--- config.mk ---
export PLATFORM = sky130hd
export DESIGN_NAME = slot_evt_bank
export DESIGN_NICKNAME = d
export VERILOG_FILES = /design/src/rtl/slot_evt_pkg.sv /design/src/rtl/slot_evt_decode.sv /design/src/rtl/slot_evt_lowbit.sv /design/src/rtl/slot_evt_bank.sv
export SDC_FILE = /design/constraint.sdc
export NUM_CORES = 1
export LEC_CHECK = 0
export BUFFER_PORTS_ARGS = -buffer_cell sky130_fd_sc_hd__buf_2
export CORE_AREA = 5 5 201 203
export DETAILED_ROUTE_END_ITERATION = 6
export DIE_AREA = 0 0 206 208
export GPL_TIMING_DRIVEN = 0
export PLACE_DENSITY = 0.7
export SYNTH_ARGS = -nofsm -noshare
export SYNTH_HDL_FRONTEND = slang
export SYNTH_HIERARCHICAL = 1
export SYNTH_SLANG_ARGS = --single-unit
--- constraint.sdc ---
create_clock -name clk -period 7.1 [get_ports clk]
set_clock_uncertainty 0.2 [all_clocks]
set_input_delay 1.42 -clock clk [delete_from_list [all_inputs] [get_ports clk]]
set_output_delay 1.42 -clock clk [all_outputs]
set_load 0.005 [all_outputs]
--- src/rtl/slot_evt_pkg.sv ---
package slot_evt_pkg;
    typedef enum logic [2:0] {
        RG_NONE,
        RG_UP,
        RG_DOWN,
        RG_EJ,
        RG_RMV,
        RG_SEL,
        RG_STS,
        RG_EN
    } reg_id_e;

    localparam int OFS_UP   = 'h00;
    localparam int OFS_DOWN = 'h04;
    localparam int OFS_EJ   = 'h08;
    localparam int OFS_RMV  = 'h0C;
    localparam int OFS_SEL  = 'h10;
    localparam int OFS_STS  = 'h18;
    localparam int OFS_EN   = 'h1C;
    localparam int WIN_BRIDGE = 'h14;
    localparam int WIN_LEGACY = 'h0F;
    localparam int STS_BIT    = 1;
endpackage

--- src/rtl/slot_evt_decode.sv ---
module slot_evt_decode
    import slot_evt_pkg::*;
#(
    parameter bit BRIDGE = 1'b1,
    parameter int AW     = 5
) (
    input  logic [AW-1:0] addr,
    output reg_id_e       id
);
    localparam logic [AW-1:0] WIN = AW'(BRIDGE ? WIN_BRIDGE : WIN_LEGACY);

    always_comb begin
        id = RG_NONE;
        if (addr < WIN) begin
            if (addr == AW'(OFS_UP))        id = RG_UP;
            else if (addr == AW'(OFS_DOWN)) id = RG_DOWN;
            else if (addr == AW'(OFS_EJ))   id = RG_EJ;
            else if (addr == AW'(OFS_RMV))  id = RG_RMV;
            else if (addr == AW'(OFS_SEL))  id = RG_SEL;
        end else if (addr == AW'(OFS_STS)) begin
            id = RG_STS;
        end else if (addr == AW'(OFS_EN)) begin
            id = RG_EN;
        end
    end
endmodule

--- src/rtl/slot_evt_lowbit.sv ---
module slot_evt_lowbit #(
    parameter  int W  = 32,
    localparam int IW = (W > 1) ? $clog2(W) : 1
) (
    input  logic [W-1:0]  vec,
    output logic          any,
    output logic [IW-1:0] idx
);
    always_comb begin
        any = |vec;
        idx = '0;
        for (int i = W - 1; i >= 0; i--) begin
            if (vec[i]) idx = IW'(i);
        end
    end
endmodule

--- src/rtl/slot_evt_bank.sv ---
module slot_evt_bank
    import slot_evt_pkg::*;
#(
    parameter  int NUM_BUS  = 4,
    parameter  int NUM_SLOT = 32,
    parameter  bit BRIDGE   = 1'b1,
    parameter  int AW       = 5,
    parameter  int DW       = 32,
    localparam int BUS_W    = $clog2(NUM_BUS),
    localparam int EBUS_W   = BUS_W + 1,
    localparam int SLOT_W   = $clog2(NUM_SLOT)
) (
    input  logic                         clk,
    input  logic                         rst_n,
    input  logic                         reg_wr,
    input  logic                         reg_rd,
    input  logic [AW-1:0]                reg_addr,
    input  logic [DW-1:0]                reg_wdata,
    output logic [DW-1:0]                reg_rdata,
    input  logic                         evt_valid,
    input  logic                         evt_remove,
    input  logic                         evt_hot,
    input  logic [EBUS_W-1:0]            evt_bus,
    input  logic [SLOT_W-1:0]            evt_slot,
    output logic                         evt_err,
    input  logic [NUM_BUS*NUM_SLOT-1:0]  fixed_slots,
    input  logic                         plat_reset,
    output logic                         eject_valid,
    output logic [BUS_W-1:0]             eject_bus,
    output logic [SLOT_W-1:0]            eject_slot,
    output logic                         irq
);
    typedef struct packed {
        logic [NUM_BUS-1:0][NUM_SLOT-1:0] up;
        logic [NUM_BUS-1:0][NUM_SLOT-1:0] dn;
        logic [DW-1:0]                    sel;
        logic                             drain;
        logic                             sts;
        logic                             en;
        logic [DW-1:0]                    rdata;
        logic                             ej_v;
        logic [BUS_W-1:0]                 ej_bus;
        logic [SLOT_W-1:0]                ej_slot;
        logic                             err;
        logic                             irq;
    } state_t;

    state_t st_d, st_q;
    reg_id_e acc_id;

    // address decode, window length chosen by mode
    slot_evt_decode #(.BRIDGE(BRIDGE), .AW(AW)) u_dec (
        .addr (reg_addr),
        .id   (acc_id)
    );

    // lowest set bit of the eject write data
    logic              wr_any;
    logic [SLOT_W-1:0] wr_slot;
    slot_evt_lowbit #(.W(NUM_SLOT)) u_wr_low (
        .vec (reg_wdata[NUM_SLOT-1:0]),
        .any (wr_any),
        .idx (wr_slot)
    );

    // drain walk: lowest bus holding a removal, then its lowest slot
    logic [NUM_BUS-1:0] bus_busy;
    for (genvar b = 0; b < NUM_BUS; b++) begin : g_busy
        assign bus_busy[b] = |st_q.dn[b];
    end

    logic              dr_bus_any;
    logic [BUS_W-1:0]  dr_bus;
    logic              dr_slot_any;
    logic [SLOT_W-1:0] dr_slot;
    slot_evt_lowbit #(.W(NUM_BUS)) u_dr_bus (
        .vec (bus_busy),
        .any (dr_bus_any),
        .idx (dr_bus)
    );
    slot_evt_lowbit #(.W(NUM_SLOT)) u_dr_slot (
        .vec (st_q.dn[dr_bus]),
        .any (dr_slot_any),
        .idx (dr_slot)
    );

    logic             sel_ok;
    logic [BUS_W-1:0] sel_idx;
    logic             ev_bus_ok;
    logic [BUS_W-1:0] ev_idx;
    assign sel_ok    = st_q.sel < DW'(NUM_BUS);
    assign sel_idx   = st_q.sel[BUS_W-1:0];
    assign ev_bus_ok = BRIDGE ? (evt_bus < EBUS_W'(NUM_BUS)) : (evt_bus == '0);
    assign ev_idx    = evt_bus[BUS_W-1:0];

    always_comb begin
        st_d      = st_q;
        st_d.ej_v = 1'b0;
        st_d.err  = 1'b0;

        // register reads
        if (reg_rd) begin
            st_d.rdata = '0;
            unique case (acc_id)
                RG_UP: if (sel_ok) begin
                    st_d.rdata[NUM_SLOT-1:0] = st_q.up[sel_idx];
                    if (BRIDGE) st_d.up[sel_idx] = '0;
                end
                RG_DOWN: if (sel_ok) st_d.rdata[NUM_SLOT-1:0] = st_q.dn[sel_idx];
                RG_RMV:  if (sel_ok) st_d.rdata[NUM_SLOT-1:0] =
                             ~fixed_slots[int'(sel_idx)*NUM_SLOT +: NUM_SLOT];
                RG_SEL:  st_d.rdata = st_q.sel;
                RG_STS:  st_d.rdata[STS_BIT] = st_q.sts;
                RG_EN:   st_d.rdata[STS_BIT] = st_q.en;
                default: st_d.rdata = '0;
            endcase
        end

        // reset drain has priority over software ejects
        if (st_q.drain) begin
            if (dr_bus_any && dr_slot_any) begin
                st_d.dn[dr_bus][dr_slot] = 1'b0;
                st_d.up[dr_bus][dr_slot] = 1'b0;
                st_d.ej_v    = 1'b1;
                st_d.ej_bus  = dr_bus;
                st_d.ej_slot = dr_slot;
            end else begin
                st_d.drain = 1'b0;
            end
        end else if (reg_wr && acc_id == RG_EJ && sel_ok && wr_any) begin
            st_d.dn[sel_idx][wr_slot] = 1'b0;
            st_d.up[sel_idx][wr_slot] = 1'b0;
            st_d.ej_v    = 1'b1;
            st_d.ej_bus  = sel_idx;
            st_d.ej_slot = wr_slot;
        end

        // plain register writes
        if (reg_wr) begin
            case (acc_id)
                RG_SEL:  st_d.sel = reg_wdata;
                RG_STS:  if (reg_wdata[STS_BIT]) st_d.sts = 1'b0;
                RG_EN:   st_d.en = reg_wdata[STS_BIT];
                default: ;
            endcase
        end

        // slot events, applied after clears so a new event wins
        if (evt_valid) begin
            if (!ev_bus_ok) begin
                st_d.err = 1'b1;
            end else if (evt_remove) begin
                st_d.dn[ev_idx][evt_slot] = 1'b1;
                st_d.sts = 1'b1;
            end else if (evt_hot) begin
                st_d.up[ev_idx][evt_slot] = 1'b1;
                st_d.sts = 1'b1;
            end
        end

        if (plat_reset) st_d.drain = 1'b1;

        st_d.irq = st_d.sts & st_d.en;
    end

    always_ff @(posedge clk or negedge rst_n) begin
        if (!rst_n) st_q <= '0;
        else        st_q <= st_d;
    end

    logic drain_w;
    assign drain_w     = st_q.drain;
    assign reg_rdata   = st_q.rdata;
    assign evt_err     = st_q.err;
    assign eject_valid = st_q.ej_v;
    assign eject_bus   = st_q.ej_bus;
    assign eject_slot  = st_q.ej_slot;
    assign irq         = st_q.irq;
endmodule

# ---- Yosys cells after proc, flatten, opt, wreduce, memory -nomap -nowiden
# Cells that the tools add are included.
dict set report word_totals {
  register_bits 333
  inputBits 181
  output_inout_bits 42
  word_cells 210
}
dict set report op_classes {
  magnitude_cmp 15
  n_eq_ne 14
  shifts 1
  n_mux 129
  bitwise_logic 12
  n_reduce_logical 21
}
# cell n
set ops {}
lappend ops {{two-way mux 256 bit} 5}
lappend ops {{two-way mux 128 bit} 6}
lappend ops {{bitwise AND 128 bit} 5}
lappend ops {{inverter 128 bit} 3}
lappend ops {{two-way mux 32 bit} 10}
lappend ops {{two-way mux 5 bit} 64}
lappend ops {{demux 32 bit (select 2 bit)} 4}
lappend ops {{bitwise OR 128 bit} 2}
lappend ops {{binary-select mux 32 bit (select 2 bit)} 3}
lappend ops {{OR reduction 32 bit} 6}
lappend ops {{OR reduction 128 bit} 1}
lappend ops {{indexed part select 128 x 8 -> 32 bit} 1}
lappend ops {{case mux 30 bit (4 select lines)} 1}
lappend ops {{less-than comparator 32 x 3 -> 1 bit, second input constant} 1}
lappend ops {{inverter 32 bit} 1}
lappend ops {{two-way mux 3 bit} 8}
lappend ops {{two-way mux 8 bit} 3}
lappend ops {{less-than comparator 5 x 6 -> 1 bit, second input constant} 3}
lappend ops {{demux 1 bit (select 5 bit)} 3}
lappend ops {{== test 5 bit, second input constant} 3}
lappend ops {{>= comparator 5 x 1 -> 1 bit, second input constant} 3}
lappend ops {{two-way mux 1 bit} 15}
lappend ops {{== test 3 bit, second input constant} 4}
lappend ops {{== test 5 x 4 -> 1 bit, second input constant} 2}
lappend ops {{other kinds (16)} 35}

# ---- Logic depth before layout (Yosys ltp)
# Gate-level depths: netlist of the first run.
dict set report depth {
  ltp_word 54
  mapped_depth 19
  depth_no_buf 16
}

# ---- Modules after synthesis
# Netlist of the first run, hierarchy kept.
# module instances cells_each area_each_um2 seq_area_each_um2
set by_module_without_submodules {}
lappend by_module_without_submodules {slot_evt_bank 1 1460 18403.9 8333.0}
lappend by_module_without_submodules {{slot_evt_lowbit (u_dr_slot ...)} 2 65 385.4 0.0}
lappend by_module_without_submodules {slot_evt_decode 1 8 58.8 0.0}
lappend by_module_without_submodules {{slot_evt_lowbit (u_dr_bus)} 1 7 35.0 0.0}

# ---- Worst setup path before layout of the first run
# Ideal clock, no wire load.
dict set report synth_path {
  kind {register to register}
  from {register st_q[142] in the netlist's numbering}
  to {register st_q[214] in the netlist's numbering}
  setup_time_ns 0.122
  t_arrival_ns 4.879
  slack_ns 1.899
  path_stages_with_launch 19
  path_buffers 3
  cell_sequence {dfrtp_1 > nor4_1 > nand4_1 > or2_2 > nand2b_1 > a21oi_2 > clkbuf_1 > buf_1 > mux4_2 > or4_4 > a21oi_1 > o21ai_1 > nand2_1 > a21boi_2 > clkbuf_1 > or3b_2 > nor2_1 > a32oi_1 > a32o_1}
}
# element line
set synth_rtl {}
lappend synth_rtl {{start, declared} slot_evt_bank.sv:48} ;# state_t st_d, st_q;
lappend synth_rtl {{start signal, assigned} slot_evt_bank.sv:168} ;# else st_q <= st_d;

==> results.txt, run 1 <==
The flow ran to the end, but the final reports show violations. The checks that failed: DRC, capacitance limit, slew limit. The number of buffer cells added on primary ports is between 200 and 250. Compared with the post-synthesis result, the final layout area differs by 16.4%. Once detailed placement completed, the half-perimeter wirelength came to 67900 um.

The post-layout net count is just over 2k. Setup violations remaining at the end of the flow were counted as 0. The number of rows created at floorplan came out at approximately 70. At the end of routability-driven placement, the weighted congestion stood at between 1 and 1.5.

The largest net degree at the start of global routing came out at between 100 and 150. The arrival time of data at the critical path endpoint is around 7.4 ns. The synthesized flop and latch total came out at between 300 and 400. The count of max-cap constraint violations came out at 1. Once placement completed, the tool counted placed cells totaling between 2k and 2.5k. The number of antenna violations at the first check in global routing is 5.

Setup slack on the worst reg-to-reg path comes out at just under 0.009 ns. The post-layout utilization of the core came out at approximately 59%. The total core area came out at 38300 sq um. The via count of the first global-routing pass was between 15k and 20k. The synthesized net count is 1786. The initial cell density of the core is about half. STA classifies the critical path endpoint as a register. The first TritonRoute pass finished after 7 iterations. From left edge to right edge, the die measures 206 um. The global-route total usage across every layer is approximately 42%. The total number of yosys warnings came out at 6. For this run, the leading register cell type out of synthesis is dfrtp_1. The top cell types in the final layout, fill and taps aside, are 333 x dfrtp_1, 250 x buf_2.

The clock passes through at most 3 buffers. The maximum fanout count along the critical path came out at 10. Clock tree synthesis selected as its root buffer the cell clkbuf_16. The global-route congestion overflow total is 0. The transition at the pin with the smallest max-transition slack is between 1.5 and 2 ns. The count of H-tree levels built during CTS came out at 2. The area of the mapped netlist came out at a little under 20000 sq um. Setup repair after global routing left no endpoint under its margin. The post-CTS clock slew at the launch and capture registers of the worst setup and hold paths came out at roughly 0.060 ns. The number of vias per cell after detailed routing came out at 7.71. In this run the tightest slew margin relative to its limit is -1.19%. The total clock sinks is 333. For this design the ratio of total power to cell area is 437 nW/um^2. Leaving out fill and tap cells, the most frequent cell in the layout is dfrtp_1. Dividing the final minimum period by the clock period gives 99.9%.

The critical path is of the register to register type. The number of clock buffers inserted by TritonCTS came out at 38. Hold is met by roughly 0.30 ns. The number of primary I/O pins is around 220.

The first global-routing pass estimated 130000 um of wire. The clock latency on the worst-skew pair came out at 0.59 ns. After synthesis, the netlist uses 59 different library cells.

The worst setup path is launched from a register. The count of filler cells inserted in the layout is around 3.2k. Of all flip-flops after synthesis, the portion carrying an async set or reset was 100%. The peak supply drop came out at ~470 uV. The instance count of the mapped netlist came out at between 1.5k and 2k. The area enclosed by the die boundary came out at around 43000 sq um. The count of flip-flops with a built-in enable after synthesis came out at 0. For this block, the initial DRC count from the detailed router was around 3k. The mean instance size in the synthesized netlist is around 12 sq um. The remaining number of nets flagged by the antenna check after routing came out at 0. The final-layout setup total negative slack is 0 ns. The fmax came out at 0.141 GHz.

The die extent in y is about 210 um. The register area share after synthesis is about 43%. The cell leakage power came out at between 9 and 10 nW. The required time of the critical path came out at between 7 and 8 ns. Dividing the detail-routed wire length by the instance count gives ~39 um. The vias after detailed routing is between 15k and 20k. The CTS tree is yes.

The total count of hold-check failures in the final report is 0. The worst path needs 7.09 ns of the cycle, external delays included. For this block, the routed nets add up to 93200 um of wire.

Of the cells placed in the final design, the portion with a size suffix greater than 1 is 29.4%. After the flow finishes, the layout carries non-filler instances totaling about 2.4k. For this run, design rule violations remaining after detail routing come to 7.

The tightest min-delay check is of the register to register type. The final count of pins violating max slew came out at 12.
## path summary, 6_finish.rpt
| kind | cells past startpoint | startpoint | to |
|---|---|---|---|
| min in group asynchronous | 1 | rst_n | st_q[252]$_DFF_PN0_ |
| setup / recovery | 17 | st_q[113]$_DFF_PN0_ | st_q[310]$_DFF_PN0_ |
| setup reg to reg | 17 | st_q[113]$_DFF_PN0_ | st_q[310]$_DFF_PN0_ |
| hold reg to reg | 1 | eject_bus[1]$_DFFE_PN0P_ | eject_bus[1]$_DFFE_PN0P_ |
| max in group asynchronous | 2 | rst_n | st_q[49]$_DFFE_PN0P_ |
| hold / removal | 1 | eject_bus[1]$_DFFE_PN0P_ | eject_bus[1]$_DFFE_PN0P_ |
## through the flow
stage | power, mW | setup slack, ns | instance area (sq um)
finish | 9.80 | 0.00890 | 22400
floorplan | 5.31 | 1.90 | 19300
CTS | 9.42 | 0.110 | 22400
global placement | 7.32 | -1.93 | 21000
detailed placement | 7.36 | -0.427 | 21100
global route | 9.94 | 0.0837 | 22400
## sequential cells by signal (all words and copies together) (netlist names)
| signal | cells |
|---|---|
| st_q | 288 |
| reg_rdata | 32 |
| eject_slot | 5 |
| eject_bus | 2 |
| sel_idx | 2 |
| drain_w | 1 |
| eject_valid | 1 |
| evt_err | 1 |
| irq | 1 |
## report_power, final
part,switching (mW),internal [mW]
Clock,0.850,1.21
Sequential,0.247,2.10
Combinational,3.78,1.61
## final cells by class
class                      instances  area [sq um]  share of cell area, %
inverter                          18          67.6                  0.301
sequential                       333          8330                   37.1
clock buffer                      59          1170                   5.23
multi-input combinational       1058          9970                   44.5
antenna                            4          10.0                 0.0446
tap                              518           648                   2.89
buffer                           196           931                   4.15
timing repair buffer             225          1180                   5.28
clock inverter                     8           114                  0.507
## per-layer routing
| layer | vias up | GRT usage (%) | routed length [um] | share of wire [%] |
|---|---|---|---|---|
| met5 | - | 0 | 67 | 0.072 |
| met4 | 4 | 27.3 | 8180 | 8.8 |
| met3 | 500 | 17.5 | 13100 | 14 |
| met2 | 1722 | 60.6 | 39200 | 42 |
| met1 | 9224 | 52.2 | 32700 | 35 |
| li1 | 7191 | - | - | - |
## logic make-up after synthesis
| logic type | Yosys count | synth area share (%) |
|---|---|---|
| AO/OA/AOI/OAI | 558 | 24.4 |
| AND/OR/NAND/NOR | 335 | 10.2 |
| buffers and inverters | 214 | 5.10 |
| multiplexers | 163 | 17.0 |
| flip-flops | 333 | 43.2 |
| XOR/XNOR | 2 | 0.0909 |
## cells in the mapped netlist, drive strengths merged (3+ instances only)
| cell | number | area, sq um |
|---|---|---|
| dfrtp | 333 | 8330 |
| a22o | 128 | 1120 |
| a32o | 128 | 1280 |
| a32oi | 128 | 1120 |
| mux4 | 128 | 2880 |
| clkbuf | 108 | 405 |
| nor2 | 101 | 379 |
| buf | 88 | 510 |
| nor4 | 56 | 427 |
| a21oi | 46 | 234 |
| nor2b | 38 | 238 |
| mux2 | 34 | 383 |
| a22oi | 33 | 248 |
| o21ai | 29 | 145 |
| nor3 | 28 | 185 |
| nand2 | 24 | 90.1 |
| o21a | 21 | 158 |
| inv | 18 | 67.6 |
| nand4 | 13 | 103 |
| o221ai | 12 | 105 |
| and2 | 10 | 62.6 |
| nand2b | 9 | 56.3 |
| nand3 | 9 | 45.0 |
| or4 | 9 | 82.6 |
| nand3b | 8 | 60.1 |
| nor3b | 8 | 60.1 |
| o31ai | 8 | 60.1 |
| or2 | 7 | 43.8 |
| a221o | 6 | 60.1 |
| a2111oi | 4 | 35.0 |
| a21o | 3 | 22.5 |
| and3 | 3 | 18.8 |
| or3 | 3 | 18.8 |
| or3b | 3 | 26.3 |
## critical path: stages (launching register included)
cell       delay [ns]
dfrtp_1          0.51
nor4_1           0.74
nand4_1          0.25
or2_2            0.36
nor3_1           0.19
clkbuf_1         0.46
clkbuf_2         0.44
mux4_2           0.45
nor3b_1          0.28
nor3_1           0.09
o31ai_1          0.42
o2111ai_1        0.27
a221oi_1         0.30
clkbuf_1         0.37
or3b_2           0.70
nor2_1           0.34
a32oi_1          0.22
a32o_1           0.38
## repair_timing
item                                    in CTS  in global routing
gates resized for setup                      6                  7
hold buffers                                 0                  0
endpoints found under the setup margin     256                182
buffers inserted                             0                  1
No activity file was read; power rests on OpenSTA's default activity.
==> run 2, diff against run 1 <==
--- a/config.mk
+++ b/config.mk
@@ -6,11 +6,13 @@
 export NUM_CORES = 1
 export LEC_CHECK = 0
 export BUFFER_PORTS_ARGS = -buffer_cell sky130_fd_sc_hd__buf_2
+export CAP_MARGIN = 20
 export CORE_AREA = 5 5 201 203
 export DETAILED_ROUTE_END_ITERATION = 6
 export DIE_AREA = 0 0 206 208
 export GPL_TIMING_DRIVEN = 0
 export PLACE_DENSITY = 0.7
+export REMOVE_ABC_BUFFERS = 1
 export SYNTH_ARGS = -nofsm -noshare
 export SYNTH_HDL_FRONTEND = slang
 export SYNTH_HIERARCHICAL = 1
==> run 2 against run 1 <==
  * The flow now finishes without violations
  * Power fell by 2.0%
  * Global-route usage fell by 7.0 points
  * Via count fell by 5.5%
  * Sequential power barely moved
  * Maximum frequency rose by 4.2%
  * Die area did not move
  * Critical path type unchanged
  * Largest power group unchanged
==> results.txt, run 2 (synthesized netlist as in run 1, its figures left out) <==
The number of antenna violations at the first check in global routing came out at 5 (unchanged). The required time of the critical path is 7.32 ns (-0.04 ns). The share of total power consumed by net switching is 46.9% (-2.8 points). The number of rows created at floorplan came out at 72 (unchanged).

The flow ran to the end, and the final reports show no timing, DRC or antenna violations. The DRC violation count after routing is 0 (-7). The capturing point of the worst reg2reg path is st_q[314]$_DFF_PN0_. The area used by sequential logic in the layout came out at 8340 sq um (about the same). The vias after detailed routing came out at 17.6k (-5.5%). The count of filler cells inserted in the layout came out at 3099 (-1.8%). The area taken by multi-input logic gates was 10100 sq um (+1.5%). The final-layout setup total negative slack is 0 ns (unchanged). The fmax was 0.147 GHz (+4.2%).

The post-CTS clock slew at the launch and capture registers of the worst setup and hold paths came to 0.06 ns (about the same). The reg2reg setup slack was 0.29 ns (+0.28 ns). The length of the first detailed-routing pass in iterations is 6 (-1). The global-route total usage across every layer is 35.2% (-7.0 points). The portion of total power attributed to sequential cells was 24.2% (+0.3 points). The type of element launching the critical path is a register. The largest net degree at the start of global routing is 119 (-4.0%). The final design area excluding fillers is 22700 sq um (+1.0%). The total cell area at the placement stage was 21400 sq um (+1.2%). The number of resized instances in the post-cts repair step came out at 0 (-6). The worst setup path is of the register to register kind. The number of clock buffers inserted by TritonCTS is 38 (unchanged).

The total clock sinks is 333 (unchanged). The share of power burned in combinational logic is 54.4% (-0.6 points). The internal power contribution is 5.10 mW (+3.6%).

The highest cell delay on the worst timing path came to 0.78 ns (+0.04 ns). The number of endpoints failing setup at the final stage is 0 (unchanged). More flip-flops sit in one register than any other, and that register is st_q. STA classifies the critical path endpoint as a register. The worst register-to-register path begins at st_q[91]$_DFF_PN0_.

The final count of pins violating max slew came out at 0 (-12). The tree is rooted in a clkbuf_16. The post-layout net count is 1915 (-6.6%).

The master of the slowest instance on the critical path is nor3_2. The share of post-route cells with drive strength above 1 is 32.3% (+2.9 points). The global-route congestion overflow total is 0 (unchanged). The hold slack is 0.278 ns (-0.0259 ns). The number of buffer cells added on primary ports was 222 (unchanged).

The post-detailed-routing wire length came to 77800 um (-17%). The count of H-tree levels built during CTS is 2 (unchanged). The combined buffer and inverter count along the critical path came out at 2 (-1). The total core area is 38300 sq um (unchanged). The first-pass GRT wire length is 114000 um (-12%).

The clock latency on the worst-skew pair came out at 0.55 ns (-0.04 ns). Setup repair after global routing left no endpoint under its margin. The net switching power is 4.51 mW (-7.6%). The cell leakage power is 9.23 nW (about the same). The detailed-route wire length per cell is 34.1 um (-12%). The number of primary I/O pins came out at 223 (unchanged). The power density over cell area is 424 nW/um^2 (-3.0%). The horizontal die dimension came out at 206 um (unchanged). The worst min-delay path endpoint is eject_bus[1]$_DFFE_PN0P_. Among cell families on the critical path, the largest total delay comes from simple AND/OR/NAND/NOR gates. The commonest non-fill, non-tap cell in the layout is dfrtp_1. The count of max-cap constraint violations is 0 (-1). The startpoint identified for the worst hold timing path is eject_bus[1]$_DFFE_PN0P_. The post-layout minimum cycle time is 6.81 ns (-0.284 ns).

TritonCTS built the clock tree. The remaining number of nets flagged by the antenna check after routing came to 0 (unchanged). The total half-perimeter wirelength after legalization and detailed placement came out at 55500 um (-18%). The hold buffer count at cts came out at 0 (unchanged). The peak supply drop is 615 uV (+32%). The die extent in y is 208 um (unchanged).

The min-delay analysis places its worst path in the category register to register. The maximum buffer depth of the clock tree came out at 3 (unchanged). The transition at the pin with the smallest max-transition slack is 1.42 ns (-0.0995 ns).

The arrival time of data at the critical path endpoint came out at 7.03 ns (-0.32 ns). The flip-flop count of the largest register after layout is 288 (unchanged). The cell depth of the worst flop-to-flop path came to 16 (-1). The maximum fanout count along the critical path was 11 (+1).

The signal on the critical path passes through nor4_1, nand4_1, or2_2, nor3_2, buf_8, buf_6, mux4_2, nor3b_1, nor3_1, o31ai_1, o2111ai_1, a221oi_2, nand3b_1, nor2_1, a32oi_1, a32o_1. The source of the critical timing path is st_q[91]$_DFF_PN0_. The number of vias per cell after detailed routing came to 7.71 (about the same). The area enclosed by the die boundary is 42800 sq um (unchanged). In the layout the commonest cells are 331 x dfrtp_1, 223 x buf_2. The via count of the first global-routing pass came out at 17.8k (-1.6%). The initial detailed-routing violation count is 2398 (-21%).

The cell count of the worst hold path is 1 (unchanged). The count of buffers added by post-CTS timing repair for setup came out at 0 (unchanged). The clock share of power came out at 21.4% (+0.3 points). The max-slew headroom at the worst pin is 5.44% (+6.6 points). The total count of hold-check failures in the final report came out at 0 (unchanged). The initial cell density of the core is 50.3% (unchanged). The global placement routability congestion came out at 0.969 (-11%). The layout-stage area growth over the synthesis result is 17.6%. The ratio of final minimum period to clock period came out at 95.9% (-4.0 points).
run 2: how the worst max path moves through the flow:
stage	slack, ns	cells past startpoint	endpoint
2_1_floorplan	-0.19	12	st_q[205]$_DFF_PN0_
3_3_place_gp	-5.80	12	st_q[218]$_DFF_PN0_
3_5_place_dp	0.33	16	st_q[314]$_DFF_PN0_
4_1_cts	0.33	16	st_q[306]$_DFF_PN0_
5_1_grt	0.27	16	st_q[298]$_DFF_PN0_
6_report	0.29	16	st_q[314]$_DFF_PN0_
run 2: layer usage:
metal	wire (um)	part of all wire [%]	vias to the layer above	global-route usage [%]
met1	27300	35	8798	43.9
li1	-	-	6916	-
met5	20	0.026	-	0
met4	4900	6.3	2	18.4
met2	34600	44	1540	53.3
met3	11000	14	354	13.2
run 2: power groups by stage:
stage          clock network, mW  registers, mW  logic (mW)
6_report                    2.06           2.32        5.23
5_1_grt                     2.15           2.34        5.40
4_1_cts                     2.07           2.31        4.99
3_5_place_dp                   0           2.34        4.97
3_3_place_gp                   0           2.38        4.01
2_1_floorplan                  0           2.30        2.79
run 2: metrics by stage:
| step | setup slack [ns] | power (mW) | std cells | util [%] |
|---|---|---|---|---|
| finish | 0.292 | 9.61 | 2284 | 59.2 |
| floorplan | -0.191 | 5.09 | 1409 | - |
| global placement | -5.80 | 6.39 | 2149 | 52.5 |
| CTS | 0.334 | 9.37 | 2278 | 59.1 |
| detailed placement | 0.330 | 7.31 | 2211 | 55.8 |
| global route | 0.269 | 9.88 | 2283 | 59.2 |
run 2: final cells by class:
type	instances	share of cell area, %
Tap cell	518	2.86
Sequential cell	333	36.8
Clock buffer	58	5.16
Clock inverter	9	0.530
Timing Repair Buffer	285	9.64
Multi-Input combinational cell	1058	44.7
Antenna cell	5	0.0552
Inverter	18	0.298
